**src/rtl/osr_rx_pkg.sv**
```systemverilog
package osr_rx_pkg;

  typedef enum logic [1:0] {
    ST_IDLE  = 2'd0,
    ST_START = 2'd1,
    ST_DATA  = 2'd2,
    ST_STOP  = 2'd3
  } rxState_e;

  // strobes from the control FSM to the datapath, all qualified by the sample tick
  typedef struct packed {
    logic accClr;    // restart the vote accumulator
    logic accEn;     // add the current sample to the accumulator
    logic dataClr;   // clear the character register at a new start
    logic bitStore;  // write the voted bit at the current bit index
    logic charEmit;  // present the character and the stop-bit verdict
  } rxStrobe_t;

endpackage

```
**src/rtl/osr_rx_tick.sv**
```systemverilog
module osr_rx_tick #(
  parameter int CLK_DIV = 68
) (
  input  logic clk,
  input  logic rstN,
  output logic tick
);
  localparam int CNT_W = (CLK_DIV > 1) ? $clog2(CLK_DIV) : 1;
  localparam logic [CNT_W-1:0] CNT_END = CNT_W'(CLK_DIV - 1);

  logic [CNT_W-1:0] divCnt;

  always_ff @(posedge clk or negedge rstN) begin
    if (!rstN) begin
      divCnt <= '0;
    end else if (divCnt == CNT_END) begin
      divCnt <= '0;
    end else begin
      divCnt <= divCnt + 1'b1;
    end
  end

  assign tick = (divCnt == CNT_END);

endmodule

```
**src/rtl/osr_rx_dpath.sv**
```systemverilog
module osr_rx_dpath
  import osr_rx_pkg::*;
#(
  parameter int SYNC_STAGES = 2,
  parameter int DATA_W      = 8,
  parameter int VOTE_CNT    = 7
) (
  input  logic                      clk,
  input  logic                      rstN,
  input  logic                      rxLine,
  input  logic                      tick,
  input  rxStrobe_t                 strobe,
  input  logic [$clog2(DATA_W)-1:0] bitIdx,
  output logic                      lineNow,
  output logic                      fallEdge,
  output logic                      bitVal,
  output logic [DATA_W-1:0]         rxData,
  output logic                      rxValid,
  output logic                      frameErr
);
  localparam int ACC_W     = $clog2(VOTE_CNT + 1);
  localparam int VOTE_NEED = VOTE_CNT / 2 + 1;

  logic [SYNC_STAGES-1:0] syncQ;
  logic                   lineLast;
  logic [ACC_W-1:0]       ones;
  logic [ACC_W:0]         voteSum;
  logic [DATA_W-1:0]      dataReg;

  // synchronizer depth chosen by parameter
  if (SYNC_STAGES == 1) begin : g_sync_single
    always_ff @(posedge clk or negedge rstN) begin
      if (!rstN) syncQ <= 1'b1;
      else       syncQ <= rxLine;
    end
  end else begin : g_sync_chain
    always_ff @(posedge clk or negedge rstN) begin
      if (!rstN) syncQ <= '1;
      else       syncQ <= {syncQ[SYNC_STAGES-2:0], rxLine};
    end
  end

  assign lineNow = syncQ[SYNC_STAGES-1];

  // previous sample, updated on every tick
  always_ff @(posedge clk or negedge rstN) begin
    if (!rstN)     lineLast <= 1'b1;
    else if (tick) lineLast <= lineNow;
  end

  assign fallEdge = lineLast & ~lineNow;

  // majority vote accumulator
  always_ff @(posedge clk or negedge rstN) begin
    if (!rstN) begin
      ones <= '0;
    end else if (strobe.accClr) begin
      ones <= '0;
    end else if (strobe.accEn && lineNow) begin
      ones <= ones + 1'b1;
    end
  end

  assign voteSum = {1'b0, ones} + (ACC_W+1)'(lineNow);
  assign bitVal  = (voteSum >= (ACC_W+1)'(VOTE_NEED));

  // character assembly, first bit received into bit 0
  always_ff @(posedge clk or negedge rstN) begin
    if (!rstN) begin
      dataReg <= '0;
    end else if (strobe.dataClr) begin
      dataReg <= '0;
    end else if (strobe.bitStore) begin
      dataReg[bitIdx] <= bitVal;
    end
  end

  // output register
  always_ff @(posedge clk or negedge rstN) begin
    if (!rstN) begin
      rxData   <= '0;
      rxValid  <= 1'b0;
      frameErr <= 1'b0;
    end else begin
      rxValid  <= strobe.charEmit;
      frameErr <= strobe.charEmit & ~bitVal;
      if (strobe.charEmit) rxData <= dataReg;
    end
  end

endmodule

```
**src/rtl/osr_rx_ctrl.sv**
```systemverilog
module osr_rx_ctrl
  import osr_rx_pkg::*;
#(
  parameter int OSR        = 16,
  parameter int DATA_W     = 8,
  parameter int SHORT_W    = 5,
  parameter int VOTE_FIRST = 5,
  parameter int VOTE_CNT   = 7
) (
  input  logic                      clk,
  input  logic                      rstN,
  input  logic                      tick,
  input  logic                      lineNow,
  input  logic                      fallEdge,
  input  logic                      shortWord,
  input  logic                      halfStop,
  output rxStrobe_t                 strobe,
  output logic [$clog2(DATA_W)-1:0] bitIdx,
  output logic                      modeShort
);
  localparam int IDX_W = $clog2(DATA_W);
  localparam int CNT_W = $clog2(2 * OSR);
  localparam logic [CNT_W-1:0] HALF_IDX  = CNT_W'(OSR / 2 - 1);
  localparam logic [CNT_W-1:0] LAST_IDX  = CNT_W'(OSR - 1);
  localparam logic [CNT_W-1:0] VOTE_LO   = CNT_W'(VOTE_FIRST);
  localparam logic [CNT_W-1:0] VOTE_HI   = CNT_W'(VOTE_FIRST + VOTE_CNT - 1);
  localparam logic [CNT_W-1:0] LONG_END  = CNT_W'(OSR + OSR / 4 - 1);
  localparam logic [IDX_W-1:0] IDX_LONG  = IDX_W'(DATA_W - 1);
  localparam logic [IDX_W-1:0] IDX_SHORT = IDX_W'(SHORT_W - 1);

  rxState_e         state;
  logic [CNT_W-1:0] tickCnt;
  logic             modeHalf;
  logic             inWindow;
  logic             lastBit;
  logic             stopRelease;

  assign inWindow    = (tickCnt >= VOTE_LO) && (tickCnt <= VOTE_HI);
  assign lastBit     = (bitIdx == (modeShort ? IDX_SHORT : IDX_LONG));
  assign stopRelease = modeHalf ? (tickCnt == LONG_END) : (tickCnt == VOTE_HI);

  always_comb begin
    strobe          = '0;
    strobe.accClr   = tick && (((state == ST_IDLE) && fallEdge) ||
                               (((state == ST_START) || (state == ST_DATA)) && (tickCnt == LAST_IDX)));
    strobe.accEn    = tick && (state != ST_IDLE) && inWindow;
    strobe.dataClr  = tick && (state == ST_IDLE) && fallEdge;
    strobe.bitStore = tick && (state == ST_DATA) && (tickCnt == VOTE_HI);
    strobe.charEmit = tick && (state == ST_STOP) && (tickCnt == VOTE_HI);
  end

  always_ff @(posedge clk or negedge rstN) begin
    if (!rstN) begin
      state     <= ST_IDLE;
      tickCnt   <= '0;
      bitIdx    <= '0;
      modeShort <= 1'b0;
      modeHalf  <= 1'b0;
    end else if (tick) begin
      unique case (state)
        ST_IDLE: begin
          if (fallEdge) begin
            state     <= ST_START;
            tickCnt   <= CNT_W'(1);
            modeShort <= shortWord;
            modeHalf  <= halfStop;
          end
        end
        ST_START: begin
          if ((tickCnt == HALF_IDX) && lineNow) begin
            state   <= ST_IDLE;
            tickCnt <= '0;
          end else if (tickCnt == LAST_IDX) begin
            state   <= ST_DATA;
            tickCnt <= '0;
            bitIdx  <= '0;
          end else begin
            tickCnt <= tickCnt + 1'b1;
          end
        end
        ST_DATA: begin
          if (tickCnt == LAST_IDX) begin
            tickCnt <= '0;
            if (lastBit) state  <= ST_STOP;
            else         bitIdx <= bitIdx + 1'b1;
          end else begin
            tickCnt <= tickCnt + 1'b1;
          end
        end
        ST_STOP: begin
          if (stopRelease) begin
            state   <= ST_IDLE;
            tickCnt <= '0;
          end else begin
            tickCnt <= tickCnt + 1'b1;
          end
        end
        default: state <= ST_IDLE;
      endcase
    end
  end

endmodule

```
**src/rtl/osr_serial_rx.sv**
```systemverilog
module osr_serial_rx
  import osr_rx_pkg::*;
#(
  parameter int CLK_DIV     = 68,
  parameter int OSR         = 16,
  parameter int DATA_W      = 8,
  parameter int SHORT_W     = 5,
  parameter int VOTE_FIRST  = 5,
  parameter int VOTE_CNT    = 7,
  parameter int SYNC_STAGES = 2
) (
  input  logic              clk,
  input  logic              rstN,
  input  logic              rxLine,
  input  logic              shortWord,
  input  logic              halfStop,
  output logic [DATA_W-1:0] rxData,
  output logic              rxValid,
  output logic              frameErr
);
  localparam int IDX_W = $clog2(DATA_W);

  logic             tick;
  logic             lineNow;
  logic             fallEdge;
  logic             bitVal;
  rxStrobe_t        strobe;
  logic [IDX_W-1:0] bitIdx;
  logic             curShort;

  osr_rx_tick #(.CLK_DIV(CLK_DIV)) tick_i (
    .clk  (clk),
    .rstN (rstN),
    .tick (tick)
  );

  osr_rx_ctrl #(
    .OSR(OSR), .DATA_W(DATA_W), .SHORT_W(SHORT_W),
    .VOTE_FIRST(VOTE_FIRST), .VOTE_CNT(VOTE_CNT)
  ) ctrl_i (
    .clk       (clk),
    .rstN      (rstN),
    .tick      (tick),
    .lineNow   (lineNow),
    .fallEdge  (fallEdge),
    .shortWord (shortWord),
    .halfStop  (halfStop),
    .strobe    (strobe),
    .bitIdx    (bitIdx),
    .modeShort (curShort)
  );

  osr_rx_dpath #(
    .SYNC_STAGES(SYNC_STAGES), .DATA_W(DATA_W), .VOTE_CNT(VOTE_CNT)
  ) dpath_i (
    .clk      (clk),
    .rstN     (rstN),
    .rxLine   (rxLine),
    .tick     (tick),
    .strobe   (strobe),
    .bitIdx   (bitIdx),
    .lineNow  (lineNow),
    .fallEdge (fallEdge),
    .bitVal   (bitVal),
    .rxData   (rxData),
    .rxValid  (rxValid),
    .frameErr (frameErr)
  );

endmodule

```
**config.mk**
```make
export PLATFORM = sky130hd
export DESIGN_NAME = osr_serial_rx
export DESIGN_NICKNAME = d
export VERILOG_FILES = /design/src/rtl/osr_rx_pkg.sv /design/src/rtl/osr_rx_tick.sv /design/src/rtl/osr_rx_dpath.sv /design/src/rtl/osr_rx_ctrl.sv /design/src/rtl/osr_serial_rx.sv
export SDC_FILE = /design/constraint.sdc
export NUM_CORES = 1
export LEC_CHECK = 0
export CAP_MARGIN = 15
export CORE_AREA = 2 2 100 102
export DETAILED_ROUTE_END_ITERATION = 6
export DIE_AREA = 0 0 102 104
export GPL_ROUTABILITY_DRIVEN = 1
export HOLD_SLACK_MARGIN = 0.1
export PLACE_DENSITY = 0.41
export SLEW_MARGIN = 20
export SYNTH_ARGS = -nofsm -noshare
export SYNTH_HDL_FRONTEND = slang
export SYNTH_HIERARCHICAL = 1
export SYNTH_SLANG_ARGS = --single-unit
```
**constraint.sdc**
```tcl
create_clock -name clk -period 6.74 [get_ports clk]
set_input_delay 0.674 -clock clk [delete_from_list [all_inputs] [get_ports clk]]
set_output_delay 0.674 -clock clk [all_outputs]
set_load 0.01 [all_outputs]
```
### After elaboration in Yosys (flattened, before gate mapping)

Index checks and enable logic that the tools add are counted.

| operators by class | value |
|---|---|
| $add $sub $neg | 5 |
| $lt $le $gt $ge | 5 |
| equal/unequal tests | 17 |
| muxes and demuxes | 27 |
| bitwise gates (word level) | 4 |
| reductions and logical operators | 26 |

Operator list:

| operator | count |
|---|---|
| $mux W5 | 4 |
| $pmux W5 S4 | 1 |
| $mux W3 | 6 |
| $mux W8 | 2 |
| $logic_and A1 B1 Y1 | 15 |
| $mux W2 | 7 |
| $reduce_and A6 Y1 | 2 |
| $eq A5 B4 Y1 const B | 2 |
| $bwmux W8 | 1 |
| $ne A2 B2 Y1 const B | 4 |
| $pmux W2 S4 | 1 |
| $reduce_bool A2 Y1 | 4 |
| $add A7 B1 Y7 const B | 1 |
| $eq A7 B7 Y1 const B | 1 |
| $mux W7 | 1 |
| $add A3 B1 Y3 const B | 2 |
| $ne A2 B1 Y1 const B | 3 |
| $pmux W3 S2 | 1 |
| $add A5 B1 Y5 const B | 1 |
| $eq A5 B3 Y1 const B | 1 |
| $eq A5 B5 Y1 const B | 1 |
| $ge A5 B3 Y1 const B | 1 |
| $le A5 B4 Y1 const B | 1 |
| $add A3 B1 Y4 | 1 |
| other kinds (15) | 20 |

| word-level totals | value |
|---|---|
| register bits | 43 |
| input bits | 5 |
| output and inout port bits | 10 |
| logic and storage cells | 97 |

### Longest topological paths before layout

Gate-level depths: netlist of run 1.

| logic depth | value |
|---|---|
| depth after elaboration | 7 |
| gate-level depth with buffers | 10 |
| depth with buffers taken out | 10 |

### Cells and area by module

The synthesis of run 1 kept the hierarchy.

Modules (own cells, without submodules):

| module | instances | cells an instance | area an instance (µm²) | seq. area each (µm²) |
|---|---|---|---|---|
| osr_rx_dpath | 1 | 83 | 1072.3 | 604.3 |
| osr_rx_ctrl | 1 | 104 | 938.4 | 300.3 |
| osr_rx_tick | 1 | 27 | 304.0 | 175.2 |

### Least setup slack after synthesis of run 1

Ideal clock, no wire load.

| timing path | value |
|---|---|
| kind | register -> register |
| start | register tick_i.divCnt[0] |
| end | register dpath_i.dataReg[2] |
| setup time | 0.132 ns |
| data arrival time | 2.397 ns |
| data required time | 6.608 ns |
| slack | 4.211 ns |
| cell stages (with the launch flop) | 11 |
| path buffers | 1 |
| period minus slack after synthesis | 2.529 ns |
| cell sequence | dfrtp_1 ha_1 nand3b_1 nor4_1 nor2b_1 nand3_1 nor2_1 clkbuf_2 and4bb_2 mux2i_1 nor2_1 |

RTL lines:

| item | RTL line | text |
|---|---|---|
| from (decl) | osr_rx_tick.sv:11 | `logic [CNT_W-1:0] divCnt;` |
| from (signal assigned) | osr_rx_tick.sv:19 | `divCnt <= divCnt + 1'b1;` |
| to (signal, indexed assignment) | osr_rx_dpath.sv:74 | `dataReg[bitIdx] <= bitVal;` |
| to (decl) | osr_rx_dpath.sv:28 | `logic [DATA_W-1:0] dataReg;` |

==> run summary, run 1 <==
status: finished, final reports clean
slowest cell on the critical path: nor2_1
post-layout instance area: 0.00265 sq mm
Buf/Inv on CP: 1
Critical Path RT: 6.92 ns
clock transition at the registers of the reported paths: 0.09 ns
post-synthesis xor/xnor area fraction: 2.27%
vias in the first global route: 1540
number of flops mapped to enable cells by yosys: 0
Post-CTS Setup Repair Bufs: 0
DRC: 0
final-report max-slew violation count: 0
Top Family by Delay on Critical Path: simple AND/OR/NAND/NOR gates
ANT cells: 0
WHS: 0.359 ns
ANT nets after route: 0
synth unique cells: 55
Slew HR: 41.2%
Post-Synthesis Cells: 214
clk_skew: 0.00957 ns
Post-Layout Cell Count: 360
reg-to-reg endpoint: dpath_i/rxData[6]
layout cells sized above 1: 17.6%
Clock Tree Buf Depth: 2
Die Height: 104 microns
sequential fraction of the synthesis area: 46.6%
TritonCTS buffer count: 5
global router's overall resource usage: 9.36%
Nets: 242
syn nets: 230
First DRT Iteration DRCs: 56
Final Wtd Congestion: 0.697
largest net degree at the start of global routing: 44
Worst Hold Class: in -> async
Syn Area/Cell: 10.8 sq um
Root Buffer: clkbuf_8
final hold vios: 0
min Tclk post-route: 2.65 ns
transition time at the pin with the least slew margin: 0.878 ns
Starting Density: 24.2%
final critical-path share of the clock period: 39.3%
largest area contributor in the netlist: dfrtp_1
final setup vio count: 0
Critical Path End Type: flip-flop
GRT overflow: 0
first-pass GRT wire length: 7.93 mm
Post-DP HPWL: 3.08 mm
Synth Area in Simple Gates: 20.2%
Most used DFF post-synth: dfrtp_1
initial antenna violation count: 0
worst reg2reg path depth: 8
routed length per placed instance: 12.9 microns
die width: 102 microns
Fmax: 377 MHz
CP Max Fanout: 10
Filler Cell Count: 1044
max incr delay on CP: 0.69 ns
clk sinks: 43
Power Density: 168 mW/mm^2
post-synthesis mux area share: 8.22%
core area: 0.00955 sq mm
Resize count post-CTS: 0
Leak Pwr: 1.13 nW
CTS tree: built
commonest cells in the netlist: 40 x dfrtp_1, 19 x nor2_1
crit path kind: reg -> reg
R2R Setup Slk: 4.09 ns
ys async rst share: 100%
synth top area cells: dfrtp_1 43%, ha_1 5.9%, mux2_2 5.8%
RSZ-0062 raised after global routing: no
yosys warns: 6
FF+latch count, synth: 43
vias post-DR: 1616
Synth top area share: 43.2%
Clk Latency, worst-skew pair: 0.30 ns
I/O pins: 15
drt pass-1 iters: 4
CTS H-tree depth: 2
Finished Core Util: 27.7%
dominant cell by count in the synthesized netlist: dfrtp_1
DP Area: 0.00255 sq mm
P&R area growth vs syn: 14.4%
Site Rows: 36
WL final: 4.65 mm
crit start category: flip-flop
Max VDD drop: 80.8 uV
largest family of logic cells by synthesized area: simple AND/OR/NAND/NOR gates
setup TNS: 0 ns
synthesized area: 0.00231 sq mm
launch point of the worst reg-to-reg path: tick_i/divCnt[0]
vias per inst: 4.49
post-synthesis adder-cell area fraction: 5.95%
Post-Place Cells: 352
Die Area: 0.0106 sq mm
max_cap viols: 0
hold buffers post-CTS: 0
CP arrival: 2.83 ns
Port Buffers: 14
critical path cell sequence: ha_1 > nand3b_1 > nor4_1 > buf_4 > nor2b_1 > nand3_1 > nor2_1 > mux2_2
Compound-Gate Fraction of Synth Area: 11.8%
[registers in the layout (all words and copies together), names as in the netlist, 2 cells and up, named ones only]
signal           flops
tick_i/divCnt        7
dpath_i/ones         3
ctrl_i/tickCnt       5
dpath_i/syncQ        2
dpath_i/rxData       8
dpath_i/dataReg      8
ctrl_i/bitIdx        3
[power by group]
part	total, mW	switching [mW]	internal (mW)
clock	0.177	0.0940	0.0830
sequential	0.261	0.00128	0.259
combinational	0.00809	0.00543	0.00266
total	0.446	0.101	0.345
[cell type report]
| type | count | area (sq um) | share of cell area (%) |
|---|---|---|---|
| inverter | 12 | 45.0 | 1.70 |
| clock buffer | 7 | 86.3 | 3.26 |
| clock inverter | 1 | 5.00 | 0.189 |
| tap | 133 | 166 | 6.28 |
| timing repair buffer | 15 | 145 | 5.48 |
| multi-input combinational | 149 | 1120 | 42.3 |
| sequential | 43 | 1080 | 40.8 |
[layer usage]
metal | GRT usage (%) | wire length [microns]
met2 | 13.6 | 2060
met5 | 0 | 0
met4 | 3.05 | 76
met3 | 2.35 | 141
met1 | 13.5 | 2370
[how the worst max path moves through the flow]
stage	end	cells after the start	start
2_1_floorplan	dpath_i/dataReg[2]	10	tick_i/divCnt[0]
3_3_place_gp	dpath_i/dataReg[4]	10	tick_i/divCnt[0]
3_5_place_dp	dpath_i/rxData[3]	8	tick_i/divCnt[0]
4_1_cts	dpath_i/rxData[6]	8	tick_i/divCnt[0]
5_1_grt	dpath_i/dataReg[4]	10	tick_i/divCnt[0]
6_report	dpath_i/rxData[6]	8	tick_i/divCnt[0]
[through the flow]
stage | power (mW) | setup slack, ns
floorplan | 0.266 | 4.21
CTS | 0.454 | 4.04
global route | 0.464 | 3.77
finish | 0.446 | 4.09
detailed placement | 0.274 | 4.07
global placement | 0.274 | 4.13
[cells in the final DEF, fill, tap and decap left out, types with 3 or more instances in the layout]
cell type / count
o21ai_0: 6
a31oi_1: 3
dfrtp_1: 40
xnor2_1: 3
dfstp_2: 3
clkbuf_8: 6
ha_1: 11
inv_1: 12
clkdlybuf4s50_1: 13
xor2_1: 3
nor3_1: 7
nand3_1: 12
nand4b_1: 4
a21oi_1: 8
mux2i_1: 4
nor2_1: 19
mux2_2: 12
nand2_1: 12
[kinds of logic (layout without fill, tap and decap cells)]
kind of cell               count (synthesis)  count (layout)
AOI/OAI and AO/OA                         38              38
xor gates and xnor gates                   6               6
adders and majority gates                 11              11
buffers and inverters                     22              35
DFF                                       43              43
muxes                                     17              17
and+or+nand+nor                           77              77
(Power assumes the default switching activity.)
==> inputs of run 2 (changes only) <==
==> constraint.sdc (replaced) <==
create_clock -name clk -period 2.6 [get_ports clk]
set_input_delay 0.26 -clock clk [delete_from_list [all_inputs] [get_ports clk]]
set_output_delay 0.26 -clock clk [all_outputs]
set_load 0.01 [all_outputs]
==> run summary, run 2 (synthesized netlist as in run 1, its figures left out) <==
status: finished, final reports clean
Critical Path End Type: flip-flop
final hold vios: 0
layout cells sized above 1: 19.5%
worst reg2reg path depth: 10
Site Rows: 36
final setup vio count: 0
GRT overflow: 0
Worst Hold Path Cells: 0
TritonCTS buffer count: 5
reg-to-reg endpoint: dpath_i/dataReg[4]
Fmax: 446 MHz
die width: 102 microns
Hold Path End: dpath_i/syncQ[1]
drt pass-1 iters: 4
DP Area: 0.00258 sq mm
I/O pins: 15
Slew HR: 63.4%
ANT cells: 0
CP arrival: 2.42 ns
Root Buffer: clkbuf_8
clk sinks: 43
CTS H-tree depth: 2
clk_skew: 0.0130 ns
Filler Cell Count: 1050
Post-DP HPWL: 3.16 mm
Max VDD drop: 179 uV
Nets: 246
most common cell after layout, fill and taps aside: dfrtp_1
Die Area: 0.0106 sq mm
routed length per placed instance: 12.9 microns
Clock Tree Buf Depth: 2
Final Wtd Congestion: 0.789
min Tclk post-route: 2.24 ns
post-layout instance area: 0.00271 sq mm
P&R area growth vs syn: 17.0%
commonest cells after routing, fill and taps aside: 40 x dfrtp_1, 19 x nor2_1, 13 x clkdlybuf4s50_1
First DRT Iteration DRCs: 45
global router's overall resource usage: 9.52%
final critical-path share of the clock period: 86.2%
CTS tree: built
final-report max-slew violation count: 0
Critical Path RT: 2.78 ns
biggest regs: dpath_i/dataReg x8, dpath_i/rxData x8, tick_i/divCnt x7
initial antenna violation count: 0
Starting Density: 24.2%
crit start category: flip-flop
Worst Hold Class: reg -> reg
Power Density: 455 mW/mm^2
clock transition at the registers of the reported paths: 0.08 ns
setup TNS: 0 ns
core area: 0.00955 sq mm
Clk Latency, worst-skew pair: 0.30 ns
DRC: 0
Leak Pwr: 1.16 nW
crit path kind: reg -> reg
vias per inst: 4.45
vias post-DR: 1619
Die Height: 104 microns
vias in the first global route: 1605
Port Buffers: 14
RSZ-0062 raised after global routing: no
WL final: 4.70 mm
largest net degree at the start of global routing: 43
CP Max Fanout: 9
transition time at the pin with the least slew margin: 0.548 ns
launch point of the worst reg-to-reg path: tick_i/divCnt[0]
max_cap viols: 0
Post-CTS Setup Repair Bufs: 0
first-pass GRT wire length: 8.11 mm
R2R Setup Slk: 0.36 ns
ANT nets after route: 0
hold_sp: dpath_i/syncQ[0]
==> run 2: where the power goes <==
| group | total (mW) | internal (mW) | switching, mW |
|---|---|---|---|
| Clock | 0.533 | 0.286 | 0.246 |
| Sequential | 0.676 | 0.673 | 0.00304 |
| Combinational | 0.0233 | 0.00882 | 0.0144 |
==> run 2: worst max-delay path: stages, from the launching register on <==
cell and delay (ns):
dfrtp_1 0.40, ha_1 0.28, nand3b_1 0.12, nor4_2 0.24, nor2b_1 0.22, nand3_1 0.12, nor2_1 0.11, buf_4 0.17
and4bb_2 0.24, mux2i_1 0.18, nor2_1 0.05
==> run 2: layer usage <==
metal | part of all wire (%) | global-route usage (%) | routed length [microns]
met3 | 3.9 | 2.22 | 181
met5 | 0 | 0 | 0
met2 | 46 | 13.9 | 2150
met4 | 1.4 | 3.81 | 68
met1 | 49 | 13.5 | 2290
==> run 2: what timing repair did <==
action	CTS	global route
endpoints found under the setup margin	0	4
endpoints found under the hold margin	0	40
hold buffers	0	1
gates resized for setup	0	1
==> run 2: per-stage QoR <==
step	power, mW	util [%]	hold WS, ns	worst slack (ns)	instances
CTS	1.26	28.2	0.157	0.281	363
global route	1.29	28.4	0.368	0.0498	364
detailed placement	0.713	27.0	0.351	0.303	355
floorplan	0.691	-	-0.0356	0.0710	214
global placement	0.712	27.0	0.347	0.407	355
finish	1.23	28.4	0.361	0.359	364
==> run 2: cell type report <==
cell class                 instances  area, sq um  share of cell area, %
inverter                          12         45.0                   1.66
timing repair buffer              19          178                   6.56
clock inverter                     3         43.8                   1.62
multi-input combinational        149         1130                   41.6
sequential                        43         1080                   39.9
clock buffer                       5         68.8                   2.54
tap                              133          166                   6.14
==> run 2: worst max path at each step <==
stage,startpoint,end,slack (ns),depth (start not counted)
floorplan,tick_i/divCnt[0],dpath_i/dataReg[2],0.07,10
global placement,tick_i/divCnt[0],dpath_i/dataReg[4],0.41,10
detailed placement,tick_i/divCnt[0],dpath_i/dataReg[2],0.30,10
CTS,tick_i/divCnt[0],dpath_i/dataReg[4],0.28,10
global route,tick_i/divCnt[0],dpath_i/dataReg[4],0.05,10
finish,tick_i/divCnt[0],dpath_i/dataReg[4],0.36,10
